[src/rtl/idd_pkg.sv]
package idd_pkg;

  localparam int MAX_PERIOD_MS = 1000;

  // Sample period in milliseconds for a period select value.
  function automatic int period_ms(input int sel);
    if (sel <= 3)       return 50 * (sel + 1);
    else if (sel <= 11) return 100 * (sel - 1);
    else                return MAX_PERIOD_MS;
  endfunction

  // A count field value n asks for n+1 agreeing samples.
  function automatic int match_need(input int field);
    return field + 1;
  endfunction

endpackage

[src/rtl/id_period_timer.sv]
module id_period_timer #(
  parameter int PSEL_W = 4,
  parameter int MS_W   = 10
) (
  input  logic              clk,
  input  logic              rst_n,
  input  logic              run,
  input  logic              ms_tick,
  input  logic [PSEL_W-1:0] period_sel,
  output logic              sample_req
);
  logic [MS_W-1:0] ms_cnt;
  logic [MS_W-1:0] last_cnt;
  logic            wrap;

  assign last_cnt = MS_W'(idd_pkg::period_ms(int'(period_sel)) - 1);
  assign wrap     = ms_tick && (ms_cnt >= last_cnt);

  always_ff @(posedge clk) begin
    if (!rst_n) begin
      ms_cnt     <= '0;
      sample_req <= 1'b0;
    end else if (!run) begin
      ms_cnt     <= '0;
      sample_req <= 1'b0;
    end else begin
      sample_req <= wrap;
      if (ms_tick) ms_cnt <= wrap ? '0 : ms_cnt + MS_W'(1);
    end
  end

  a_r2_cnt_bound: assert property (@(posedge clk) disable iff (!rst_n)
    ms_cnt < MS_W'(idd_pkg::MAX_PERIOD_MS));
  a_r3_idle_quiet: assert property (@(posedge clk) disable iff (!rst_n)
    !run |=> (!sample_req && ms_cnt == '0));
endmodule

[src/rtl/id_match_filter.sv]
module id_match_filter #(
  parameter int CODE_W = 5,
  parameter int CNT_W  = 4
) (
  input  logic              clk,
  input  logic              rst_n,
  input  logic              take,
  input  logic [CODE_W-1:0] smp_code,
  input  logic [CNT_W-1:0]  need,
  input  logic              flush,
  output logic [CODE_W-1:0] cand_nxt,
  output logic              hit
);
  localparam logic [CNT_W-1:0] CNT_MAX = '1;

  logic [CODE_W-1:0] cand;
  logic [CNT_W-1:0]  cnt, cnt_nxt;

  always_comb begin
    cand_nxt = cand;
    cnt_nxt  = cnt;
    if (take) begin
      if (smp_code != cand) begin
        cand_nxt = smp_code;
        cnt_nxt  = CNT_W'(1);
      end else if (cnt != CNT_MAX) begin
        cnt_nxt = cnt + CNT_W'(1);
      end
    end
  end

  assign hit = take && (cnt_nxt >= need);

  always_ff @(posedge clk) begin
    if (!rst_n || flush) begin
      cand <= '0;
      cnt  <= '0;
    end else begin
      cand <= cand_nxt;
      cnt  <= cnt_nxt;
    end
  end

  // a differing sample becomes the candidate with a run of one
  a_r5_restart: assert property (@(posedge clk) disable iff (!rst_n)
    (take && !flush && smp_code != cand) |=> (cnt == CNT_W'(1) && cand == $past(smp_code)));
  a_r3_hold_when_idle: assert property (@(posedge clk) disable iff (!rst_n)
    (!take && !flush) |=> ($stable(cnt) && $stable(cand)));
endmodule

[src/rtl/id_report_ctrl.sv]
module id_report_ctrl #(
  parameter int CODE_W = 5
) (
  input  logic              clk,
  input  logic              rst_n,
  input  logic              hit,
  input  logic [CODE_W-1:0] cand_nxt,
  input  logic              float_in,
  output logic [CODE_W-1:0] code_out,
  output logic              attached,
  output logic              attach_evt,
  output logic              change_evt,
  output logic              flush
);
  logic new_attach, new_change;

  assign flush      = attached && float_in;
  assign new_attach = hit && !attached && (cand_nxt != '0);
  assign new_change = hit && attached && (cand_nxt != code_out);

  always_ff @(posedge clk) begin
    if (!rst_n) begin
      code_out   <= '0;
      attached   <= 1'b0;
      attach_evt <= 1'b0;
      change_evt <= 1'b0;
    end else begin
      attach_evt <= 1'b0;
      change_evt <= 1'b0;
      if (flush) begin
        code_out   <= '0;
        attached   <= 1'b0;
        change_evt <= 1'b1;
      end else if (new_attach) begin
        code_out   <= cand_nxt;
        attached   <= 1'b1;
        attach_evt <= 1'b1;
      end else if (new_change) begin
        code_out   <= cand_nxt;
        change_evt <= 1'b1;
        if (cand_nxt == '0) attached <= 1'b0;
      end
    end
  end

  a_r11_exclusive: assert property (@(posedge clk) disable iff (!rst_n)
    !(attach_evt && change_evt));
  a_r11_code_with_event: assert property (@(posedge clk) disable iff (!rst_n)
    !$stable(code_out) |-> (attach_evt || change_evt));
  a_r4_attach_nonzero: assert property (@(posedge clk) disable iff (!rst_n)
    attach_evt |-> (attached && code_out != '0));
  a_r9_zero_detaches: assert property (@(posedge clk) disable iff (!rst_n)
    (change_evt && code_out == '0) |-> !attached);
  a_r8_float_removal: assert property (@(posedge clk) disable iff (!rst_n)
    (attached && float_in) |=> (change_evt && !attached && code_out == '0));
endmodule

[src/rtl/id_code_debounce.sv]
module id_code_debounce #(
  parameter int CODE_W = 5,
  parameter int PSEL_W = 4,
  parameter int ATT_W  = 3,
  parameter int CHG_W  = 2,
  parameter int MS_W   = 10
) (
  input  logic              clk,
  input  logic              rst_n,
  input  logic              ms_tick,
  input  logic [PSEL_W-1:0] period_sel,
  input  logic [ATT_W-1:0]  attach_cnt,
  input  logic [CHG_W-1:0]  change_cnt,
  input  logic              id_dis,
  input  logic              id_float,
  input  logic              smp_valid,
  input  logic [CODE_W-1:0] smp_code,
  output logic              sample_req,
  output logic [CODE_W-1:0] code_out,
  output logic              attached,
  output logic              attach_evt,
  output logic              change_evt,
  output logic              float_o
);
  localparam int CNT_W = ((ATT_W > CHG_W) ? ATT_W : CHG_W) + 1;

  logic              active;
  logic              take;
  logic [CNT_W-1:0]  need;
  logic [CODE_W-1:0] cand_nxt;
  logic              hit;
  logic              flush;
  logic              float_q;

  assign active  = !id_float && !(attached && id_dis);
  assign take    = smp_valid && active;
  assign need    = attached ? CNT_W'(idd_pkg::match_need(int'(change_cnt)))
                            : CNT_W'(idd_pkg::match_need(int'(attach_cnt)));
  assign float_o = float_q;

  always_ff @(posedge clk) begin
    if (!rst_n) float_q <= 1'b1;
    else        float_q <= id_float;
  end

  id_period_timer #(.PSEL_W(PSEL_W), .MS_W(MS_W)) u_timer (
    .clk(clk), .rst_n(rst_n), .run(active), .ms_tick(ms_tick),
    .period_sel(period_sel), .sample_req(sample_req)
  );

  id_match_filter #(.CODE_W(CODE_W), .CNT_W(CNT_W)) u_filter (
    .clk(clk), .rst_n(rst_n), .take(take), .smp_code(smp_code), .need(need),
    .flush(flush), .cand_nxt(cand_nxt), .hit(hit)
  );

  id_report_ctrl #(.CODE_W(CODE_W)) u_ctrl (
    .clk(clk), .rst_n(rst_n), .hit(hit), .cand_nxt(cand_nxt), .float_in(id_float),
    .code_out(code_out), .attached(attached), .attach_evt(attach_evt),
    .change_evt(change_evt), .flush(flush)
  );

  // code tracking is frozen while disabled after attach
  a_r7_frozen: assert property (@(posedge clk) disable iff (!rst_n)
    (attached && id_dis && !id_float) |=> $stable(code_out));
  a_r10_float_hi: assert property (@(posedge clk) disable iff (!rst_n)
    id_float |=> float_o);
  a_r10_float_lo: assert property (@(posedge clk) disable iff (!rst_n)
    !id_float |=> !float_o);
endmodule

[config.mk]
export PLATFORM = sky130hd
export DESIGN_NAME = id_code_debounce
export DESIGN_NICKNAME = d
export VERILOG_FILES = /design/src/rtl/idd_pkg.sv /design/src/rtl/id_period_timer.sv /design/src/rtl/id_match_filter.sv /design/src/rtl/id_report_ctrl.sv /design/src/rtl/id_code_debounce.sv
export SDC_FILE = /design/constraint.sdc
export NUM_CORES = 1
export LEC_CHECK = 0
export BUFFER_PORTS_ARGS = -buffer_cell sky130_fd_sc_hd__buf_4
export CAP_MARGIN = 20
export CORE_MARGIN = 2
export CORE_UTILIZATION = 54
export CTS_CLUSTER_SIZE = 8
export DETAILED_ROUTE_END_ITERATION = 8
export PLACE_DENSITY = 0.77
export SLEW_MARGIN = 20
export SYNTH_ARGS = -nofsm -noshare
export SYNTH_HDL_FRONTEND = slang
export SYNTH_HIERARCHICAL = 1
export SYNTH_SLANG_ARGS = --single-unit
[constraint.sdc]
create_clock -name clk -period 5.5 [get_ports clk]
set_input_delay 1.375 -clock clk [delete_from_list [all_inputs] [get_ports clk]]
set_output_delay 1.375 -clock clk [all_outputs]
set_load 0.01 [all_outputs]
---- Word level (Yosys, flattened, before mapping) ----
Cells that the tools add are included.
storage, ports and cells
  memories kept ........................... 0
  logic and storage cells ................. 66
  memory bits (read-only) ................. 0
  output and inout port bits .............. 10
  bits of input ports ..................... 20
  memory bits (writable) .................. 0
  bits in latches ......................... 0
  register bits after elaboration ......... 29
operators by class
  reduce and logical (&&, ||, !) cells .... 22
  eq/ne operators ......................... 3
  muxes and demuxes ....................... 18
  $add $sub $neg .......................... 7
  multiply operators ...................... 2
  order comparisons ....................... 4
  divide/modulo/power cells ............... 0
  bitwise operators ....................... 1
  shift operators ......................... 0
operators by type and width
  operator               number
  $mux 10                3
  $mux 5                 4
  $mux 4                 4
  $add 10x1->10 const B  1
  $ge 10x10->1           1
  $logic_and 1x1->1      10
  $ne 5x5->1             2
  $sub 10x2->10 const B  1
  $mul 5x5->9 const A    1
  $mul 6x5->8 const A    1
  $mux 1                 7
  $add 4x1->5 const B    1
  $logic_not 5->1        1
  $reduce_bool 5->1      1
  $sub 4x1->5 const B    1
  $add 3x1->4 const B    1
  $add 4x1->4 const B    1
  $ge 4x4->1             1
  $le 4x2->1 const B     1
  $le 4x4->1 const B     1
  $logic_not 1->1        4
  $ne 4x4->1 const B     1
  $reduce_and 2->1       2
  $reduce_bool 2->1      2
  other kinds (4)        4

---- Longest topological paths before layout ----
  depth after elaboration ................. 12
  gate-level depth with buffers ........... 21
  depth with buffers taken out ............ 20

---- By module ----
The synthesis kept the hierarchy.
modules (own cells, without submodules)
  module            sequential area each (um^2)  instances  cells each  area each (um^2)
  id_period_timer   220.2                        1          194         1,592.8
  id_match_filter   180.2                        1          66          584.3
  id_report_ctrl    160.2                        1          43          424.2
  id_code_debounce  20.0                         1          12          120.1

---- Worst setup path after synthesis ----
No wires, ideal clock.
  path kind ............................... input to register
  start ................................... input period_sel[0]
  end ..................................... register u_timer.ms_cnt[4]
  data arrival time ....................... 5,579 ps
  buffers on the path ..................... 1
  required time ........................... 5,371 ps
  stages .................................. 20
  library setup time ...................... 129 ps
  path slack .............................. -208 ps
  path through ............................ inv_1 > ha_1 > clkbuf_1 > and2_1 > fa_1 > ha_1 > ha_1 > inv_1 > fa_1 > xor2_1 > xnor2_1 > a221o_1 > a211oi_2 > xor2_1 > ha_1 > o211ai_1 > a21oi_1 > o21ai_2 > o21bai_1 > nor2_1
on the way
  word-level cells in the longest chain between the ends .. 8
  elaborated cells on any way between the ends .. 12
ends and longest elaborated chain
  what                    line                    RTL
  start: declaration      id_code_debounce.sv:11  input logic [PSEL_W-1:0] period_sel,
  $sub 4x1->5             idd_pkg.sv:8            else if (sel <= 11) return 100 * (sel - 1);
  $mul 6x5->8             idd_pkg.sv:8
  $mux 10                 idd_pkg.sv:8
  $mux 10 (*)             idd_pkg.sv:7            if (sel <= 3) return 50 * (sel + 1);
  $sub 10x2->10 (*)       id_period_timer.sv:16   assign last_cnt = MS_W'(idd_pkg::period_ms(int'(period_sel)) - 1);
  $ge 10x10->1 (*)        id_period_timer.sv:17   assign wrap = ms_tick && (ms_cnt >= last_cnt);
  $logic_and 1x1->1 (*)   id_period_timer.sv:17
  $mux 10 (*)             id_period_timer.sv:28   if (ms_tick) ms_cnt <= wrap ? '0 : ms_cnt + MS_W'(1);
  end signal: assignment  id_period_timer.sv:28
  end: declaration        id_period_timer.sv:12   logic [MS_W-1:0] ms_cnt;
Every way passes the cells marked *; elsewhere a longest branch is shown, timed or not.
A chain may end at the register's enable or synchronous reset.

---- Worst setup path in the final report ----
  start ................................... input period_sel[1]
  end ..................................... register u_timer.ms_cnt[4]
The elaborated chain is that of the path after synthesis.

==> results_dict.tcl <==
set metrics [dict create \
    grt.overflow.total 0 \
    power.total_uw 647 \
    syn-num-nets 379 \
    worst_ep_arrival_time_ps 5420 \
    place_congestion 0.913 \
    r2r_end "u_ctrl/code_out[3]" \
    critPathRequiredTime_ps 5660 \
    r2r_slack_ps 2030 \
    dpl.hpwl_um 4830 \
    core_mm2 0.00479 \
    die_area_mm2 0.00562 \
    finClkSkew_ps 4.54 \
    wl_per_cell_um 13.8 \
    postRouteWirelength_um 6060 \
    dp_slack_ps -161 \
    fin_ws_ps 244 \
    cts_max_level 2 \
    synth_adder_area_share 0.211 \
    numCtsBuffers 5 \
    final_cell_mix "buf_4 (58), ha_1 (39), dfxtp_1 (29), nand2_1 (28), nor2_1 (21)" \
    min_period_ps 5260 \
    netlist_area_mm2 0.00272 \
    ant_nets 0 \
    drc 0 \
    hp-start "u_ctrl/code_out[4]" \
    vdd_drop_max_mv 0.163 \
    instances_no_fill 438 \
    fin_util 0.703 \
    avgSynthCellArea_um2 8.64 \
    synth-compound-area-share 0.151 \
    post_dp_cell_area_mm2 0.00321 \
    ios 30 \
    cts_root_buffer "clkbuf_8" \
    start_util 0.569 \
    synthDistinctLibCells 59 \
    finalNetCount 435 \
    seq_area_frac_synth 0.213 \
    r2r_start "u_ctrl/attached" \
    cp_max_fo 6 \
    hold_viol_final 0 \
    grt_max_degree 14 \
    post_synth_and_or_nand_nor_area_fraction 0.183 \
    final_layout_size_suffix_gt1_frac 0.253 \
    worst_setup_path_start_kind "primary input" \
    cap_violations 0 \
    hold_slack_ps 507 \
    ys_async_sr_fraction 0 \
    final.period_utilization 0.956 \
    worstSkewPairLatency_ps 270 \
    final_common_cell "buf_4" \
    grt_pass1_vias 2256 \
    cellLeakagePower_nw 1.51 \
    die_y_um 75.0 \
    pwr_density_cell_mw_per_mm2 192 \
    synth_mux_area_frac 0.0713 \
    fin_area_mm2 0.00336 \
    cts_tree "done" \
    crit_type "in2reg" \
    vias_per_cell 5.61 \
    drv_slew 0 \
    setup-violations-final 0 \
    post_cts_buffers 0 \
    min_path_type "reg2reg" \
    antenna_cells 0 \
    ys_seq_elements 29 \
    hold_depth 2 \
    cts_max_path_buffers 2 \
    clk_pin_slew_ps 60 \
    port_buffers 29 \
    post_synth_xor_area_fraction 0.122 \
    syn_inst 315 \
    cts.sinks 29 \
    holdPathEnd "u_ctrl/code_out[4]" \
    place_inst 431 \
    grt_usage 0.227 \
    area_delta_synth_final_pct 23.6 \
    grt_pass1_wl_um 9830 \
    vias 2458 \
    fmax_ghz 0.190 \
    end_kind "register" \
    firstDrtPassIters 5 \
    rsz0062_at_grt "yes" \
    die_x_um 75.0 \
    rows 25 \
    synth-edff-count 0 \
    reg2reg_depth 13 \
    setup_tns_ps 0 \
    drt_iter0_drc 111 \
    worst_pin_slew_ps 754 \
    status "complete, no violations" \
    yosys_warnings 6 \
    synth_top_family_by_area "adder cells" \
    relSlewSlack 0.496 \
    synthFlopType "dfxtp_1" \
    antenna_found_initial 0 \
]
==> worst max-delay path by stage <==
stage | start | end | slack [ps] | depth (start not counted)
global route | period_sel[1] | u_timer/ms_cnt[9] | -7 | 20
detailed placement | period_sel[0] | u_timer/ms_cnt[5] | -160 | 19
global placement | period_sel[0] | u_timer/ms_cnt[7] | -100 | 19
floorplan | period_sel[2] | u_timer/ms_cnt[4] | 10 | 19
CTS | period_sel[0] | u_timer/ms_cnt[6] | 110 | 19
finish | period_sel[1] | u_timer/ms_cnt[4] | 240 | 20
==> metal layers <==
metal	vias to the layer above	wire, µm	GRT usage
met5	-	0	0
met2	66	2930	0.361
met4	0	40	0.0595
met1	1163	2780	0.316
met3	4	315	0.0428
li1	1225	-	-
==> critical path, cell delays in order <==
cell and delay (ps):
buf_4 120, nor3_2 240, xnor2_2 130, fa_1 480, ha_1 310, ha_1 280, inv_1 50, fa_1 420
xor2_1 160, xnor2_1 150, a221o_1 340, a211oi_2 170, xor2_1 100, ha_1 320, o211ai_1 110, a21oi_1 150
o21ai_2 100, buf_4 150, o21bai_4 200, nor2_1 70
==> report_power, final <==
group | total, mW | switching, mW | internal (mW)
clock network | 0.172 | 0.0732 | 0.0989
logic | 0.253 | 0.131 | 0.122
registers | 0.221 | 0.00580 | 0.215
==> repair_timing <==
item | in CTS | in global routing
hold buffers | 0 | 0
endpoints found under the setup margin | 0 | 11
endpoints found under the hold margin | 0 | 0
resized for setup | 0 | 15
==> cells by family (layout without fill, tap and decap cells) <==
| family | count (synthesis) | after routing |
|---|---|---|
| XOR/XNOR | 37 | 37 |
| buffers and inverters | 30 | 86 |
| AND/OR/NAND/NOR | 101 | 101 |
| multiplexers | 18 | 18 |
| adder cells (fa/ha/maj) | 44 | 44 |
| AO/OA/AOI/OAI | 56 | 56 |
| flip-flops | 29 | 29 |
==> area by class of cell <==
class	count	area (µm²)
inverters	21	78.8
fillers	401	1420
repair buffers	58	435
flip-flops and latches	29	581
multi-input cells	256	2100
well taps	67	83.8
clock buffers	7	86.3
==> state kept, by name, summed over array words and instances (netlist names) <==
register,cells
u_ctrl/change_evt,1
u_ctrl/code_out,5
u_timer/sample_req,1
u_filter/cand,5
u_ctrl/attach_evt,1
u_ctrl/attached,1
u_timer/ms_cnt,10
u_filter/cnt,4
float_o,1
==> cells in the mapped netlist, types with 5 or more instances <==
cell type  instances  area, µm²
nor2b_1            7       43.8
nor2_1            21       78.8
nand3_1           12       60.1
and2_1             5       31.3
ha_1              41        513
xor2_1            17        149
nand2_1           28        105
mux2_2             5       56.3
o21ai_0            9       45.0
a21oi_1           15       75.1
dfxtp_1           29        581
nor3_1            12       60.1
inv_1             20       75.1
mux2i_1           10        100
xnor2_1           19        166
Note: power is estimated with default switching activity, not from simulation.
